### src/rtl/pulse_gap_nibble_rx.sv
`timescale 1ns/1ps
module pulse_gap_nibble_rx #(
  parameter int MIN_GAP = 40,
  parameter int STEP    = 4,
  parameter int SYM_W   = 4,
  parameter int CNT_W   = 8
) (
  input  logic       clk,
  input  logic       rst_n,
  input  logic       trig_in,
  output logic [7:0] rx_byte,
  output logic       rx_valid,
  output logic       rx_err
);
  localparam int LOW_LIM = MIN_GAP - STEP / 2;
  localparam int IDLE    = 2 ** SYM_W;
  localparam logic [CNT_W-1:0] CNT_MAX = '1;

  logic [2:0]       sync;
  logic [CNT_W-1:0] cnt, ofs, sym;
  logic             armed, have_hi;
  logic [SYM_W-1:0] hi_nib;
  logic             edge_seen, short_gap, idle_sym, long_gap;

  assign edge_seen = sync[1] & ~sync[2];
  assign short_gap = cnt < CNT_W'(LOW_LIM);
  assign ofs       = cnt - CNT_W'(LOW_LIM);
  assign sym       = ofs / CNT_W'(STEP);
  assign idle_sym  = sym == CNT_W'(IDLE);
  assign long_gap  = sym > CNT_W'(IDLE);

  always_ff @(posedge clk) begin
    if (!rst_n) begin
      sync     <= '0;
      cnt      <= '0;
      armed    <= 1'b0;
      have_hi  <= 1'b0;
      hi_nib   <= '0;
      rx_byte  <= '0;
      rx_valid <= 1'b0;
      rx_err   <= 1'b0;
    end else begin
      sync     <= {sync[1:0], trig_in};
      rx_valid <= 1'b0;
      rx_err   <= 1'b0;
      if (edge_seen)             cnt <= CNT_W'(1);
      else if (cnt != CNT_MAX)   cnt <= cnt + 1'b1;
      if (edge_seen) begin
        armed <= 1'b1;
        if (armed) begin
          if (short_gap || long_gap) begin
            rx_err  <= 1'b1;
            have_hi <= 1'b0;
          end else if (idle_sym) begin
            have_hi <= 1'b0;
          end else if (!have_hi) begin
            hi_nib  <= sym[SYM_W-1:0];
            have_hi <= 1'b1;
          end else begin
            rx_byte  <= {hi_nib, sym[SYM_W-1:0]};
            rx_valid <= 1'b1;
            have_hi  <= 1'b0;
          end
        end
      end
    end
  end

  AST_VALID_PULSE: assert property (@(posedge clk) disable iff (!rst_n)
    rx_valid |=> !rx_valid);
  AST_ERR_NO_BYTE: assert property (@(posedge clk) disable iff (!rst_n)
    !(rx_valid && rx_err));
  AST_SHORT_ERR: assert property (@(posedge clk) disable iff (!rst_n)
    (edge_seen && armed && short_gap) |=> (rx_err && !rx_valid));
  AST_LONG_ERR: assert property (@(posedge clk) disable iff (!rst_n)
    (edge_seen && armed && long_gap) |=> rx_err);
  AST_IDLE_QUIET: assert property (@(posedge clk) disable iff (!rst_n)
    (edge_seen && armed && idle_sym && !short_gap) |=> (!rx_valid && !rx_err));
  AST_CNT_SAT: assert property (@(posedge clk) disable iff (!rst_n)
    (cnt == CNT_MAX && !edge_seen) |=> cnt == CNT_MAX);
  AST_FIRST_EDGE: assert property (@(posedge clk) disable iff (!rst_n)
    !armed |=> (!rx_valid && !rx_err));
endmodule

### config.mk
export PLATFORM = sky130hd
export DESIGN_NAME = pulse_gap_nibble_rx
export DESIGN_NICKNAME = d
export VERILOG_FILES = /design/src/rtl/pulse_gap_nibble_rx.sv
export SDC_FILE = /design/constraint.sdc
export NUM_CORES = 1
export LEC_CHECK = 0
export ABC_AREA = 1
export BUFFER_PORTS_ARGS = -buffer_cell sky130_fd_sc_hd__buf_4
export CAP_MARGIN = 5
export CORE_ASPECT_RATIO = 2
export CORE_UTILIZATION = 40
export DETAILED_ROUTE_END_ITERATION = 10
export GPL_ROUTABILITY_DRIVEN = 0
export GPL_TIMING_DRIVEN = 1
export SYNTH_ARGS = -nofsm -noshare
export SYNTH_HDL_FRONTEND = slang
export SYNTH_SLANG_ARGS = --single-unit
### constraint.sdc
create_clock -name clk -period 1.6 [get_ports clk]
set_input_delay 0.16 -clock clk [delete_from_list [all_inputs] [get_ports clk]]
set_output_delay 0.16 -clock clk [all_outputs]
set_load 0.02 [all_outputs]
==> impl_metrics.env <==
export IMPL_status="completed"
export IMPL_avgSynthCellArea_um2=6.92
export IMPL_yosysWarnings=0
export IMPL_hold_viol=0
export IMPL_synthArstFlopShare_pct=0
export IMPL_portBuffers=12
export IMPL_ios=13
export IMPL_antenna_found_initial=0
export IMPL_numCtsBuffers=3
export IMPL_fill_cells=309
export IMPL_synth_main_ff_cell="dfxtp_1"
export IMPL_multi_input_area_um2=599
export IMPL_fin_crit_ns=1.54
export IMPL_tritoncts="built"
export IMPL_routedWlPerCell_um=11.4
export IMPL_post_dp_cell_area_mm2=0.00137
export IMPL_track_usage_pct=17.9
export IMPL_finClkSkew_ns=0.00403
export IMPL_syn_nets=183
export IMPL_p_per_area_mw_per_mm2=746
export IMPL_critPathMaxStageDelay_ns=0.38
export IMPL_wirelength_mm=2.64
export IMPL_fp_dieW_um=41.3
export IMPL_synth_seq_cells=27
export IMPL_dr_pass1_iters=4
export IMPL_required_ns=1.82
export IMPL_rows=28
export IMPL_ys_top_cells_by_area="dfxtp_1, nand2_1, nor2_1"
export IMPL_cts_hold_buf=0
export IMPL_power_leakage_nw=0.766
export IMPL_cts_path_max_buffers=2
export IMPL_yosys_area_top_type_share_pct=43.9
export IMPL_crit_type="reg2reg"
export IMPL_relSlewSlack_pct=78.8
export IMPL_ir_worst_vdd_uv=398
export IMPL_nets=207
export IMPL_start_util_pct=41.9
export IMPL_syn_to_final_growth_pct=23.8
export IMPL_setup_tns_ns=0
export IMPL_drtAntennaViolNets=0
export IMPL_drv_slew=0
export IMPL_grt_pass1_wl_mm=4.16
export IMPL_h_tree_depth=1
export IMPL_clock_sinks=27
export IMPL_viasPerCell=4.76
export IMPL_critPathMaxFanout=8
export IMPL_hpwl_mm=1.92
export IMPL_vias=1100
export IMPL_drt_iter0_drc=19
export IMPL_yosysMostFrequentCell="nand2_1"
export IMPL_drive_gt1_share_pct=22.4
export IMPL_clock_fmax_ghz=0.649
export IMPL_clkTransAtPathRegs_ns=0.09
export IMPL_syn_inst=178
export IMPL_critPathSlowestCell="dfxtp_4"
export IMPL_critPathBufInv=3
export IMPL_yosysSeqAreaShare_pct=43.9
export IMPL_drc_errors=0
export IMPL_cp_end_kind="flip-flop"
export IMPL_cp_top_family="simple AND/OR/NAND/NOR gates"
export IMPL_crit_arrival_ns=1.76
export IMPL_diodes=0
export IMPL_fin_area_mm2=0.00153
export IMPL_synth_commonest_cells="nand2_1, nor2_1, inv_1, dfxtp_1, a21oi_1"
export IMPL_synth_area_mm2=0.00123
export IMPL_cap_violations=0
export IMPL_globalRouteOverflowTotal=0
export IMPL_synth_edf_count=0
export IMPL_worstMarginPinSlew_ns=0.310
export IMPL_insertion_delay_ns=0.27
export IMPL_coreArea_mm2=0.00294
export IMPL_hp_class="in2reg"
export IMPL_regArea_um2=551
export IMPL_die_area_mm2=0.00332
export IMPL_ctsRootBufferMaster="clkbuf_8"
export IMPL_grt_max_degree=19
export IMPL_path_cells="ha_4 > inv_1 > nand2_1 > nand2_2 > nand2_2 > nand3_2 > nand2_4 > nand3_4 > buf_4 > buf_4 > nor2_1"
export IMPL_setup_viol=0
export IMPL_yosysUniqueCellTypes=23
export IMPL_rsz0062_at_grt="yes"
export IMPL_die_h_um=80.5
export IMPL_critPathLaunchType="flip-flop"
export IMPL_grt_pass1_vias=1063
export IMPL_finalCritPeriodShare_pct=96.3
export IMPL_yosysTopAreaCell="dfxtp_1"
what timing repair did:
action,4_1_cts,5_1_grt
setup endpoints to repair,0,16
setup buffers,0,6
gates resized for setup,0,20
path summary, 6_finish.rpt:
kind | startpoint | end | slack (ns) | depth (start not counted)
min | trig_in | sync[0]$_SDFF_PN0_ | 0.07 | 3
max reg2reg | cnt[2]$_SDFFE_PP0P_ | rx_valid$_SDFF_PP0_ | 0.06 | 11
min reg2reg | sync[0]$_SDFF_PN0_ | sync[1]$_SDFF_PN0_ | 0.42 | 2
max | cnt[2]$_SDFFE_PP0P_ | rx_valid$_SDFF_PP0_ | 0.06 | 11
stage by stage:
stage,utilization [%],power [W],hold slack (ns),setup slack [ns],cells
6_report,51.8,0.00114,0.0691,0.0590,231
5_1_grt,51.8,0.00119,0.0666,-0.0256,231
4_1_cts,48.1,0.00114,0.0632,0.0129,225
3_5_place_dp,46.6,0.000759,0.351,0.0265,221
3_3_place_gp,46.6,0.000757,0.342,0.0661,221
2_1_floorplan,-,0.000741,0.258,0.138,178
layer usage:
layer  vias to the layer above  global-route usage [%]  wire [um]
li1                        583                       -          -
met1                       495                    16.4        965
met2                        15                    33.1       1560
met3                         7                    2.49         37
met4                         0                    9.68         76
met5                         -                       0          0
registers in the layout, indices dropped and copies added (netlist names):
signal,count
cnt,8
rx_valid,1
hi_nib,4
rx_byte,8
sync,3
armed,1
rx_err,1
have_hi,1
power by group:
group          total [W]  internal (W)  switching [W]
registers       0.000691      0.000682     0.00000948
logic          0.0000584     0.0000252      0.0000332
clock network   0.000388      0.000179       0.000210
total            0.00114      0.000886       0.000252
logic make-up (layout without fill, tap and decap cells):
logic type               count (synthesis)  in the layout  synth area share (%)
AND/OR/NAND/NOR                         99             99                  35.1
flip-flops                              27             27                  43.9
XOR/XNOR                                 2              2                  1.42
buffers and inverters                   35             58                  11.4
AO/OA/AOI/OAI                           13             13                  6.19
adder cells (fa/ha/maj)                  2              2                  2.03
worst min-delay path, stage by stage:
cell	delay [ns]
buf_4	0.08
nand2_1	0.04
inv_1	0.04
final cells by class:
class                   instances  area share [%]
multi-input cells             116            39.3
well taps                      30            2.46
flip-flops and latches         27            36.1
clock buffers                   4            2.95
repair buffers                 22            11.3
inverters                      32            7.88
layout by cell type, fill, tap and decap left out, types with 3 or more instances in the layout:
cell,netlist,routed
a21oi_1,6,6
buf_4,0,20
clkbuf_8,0,3
dfxtp_1,27,23
inv_1,32,32
nand2_1,45,42
nand2_2,4,6
nand3_1,5,3
nand4_1,3,3
nor2_1,34,34
o21ai_0,4,4
(Power assumes the default switching activity.)
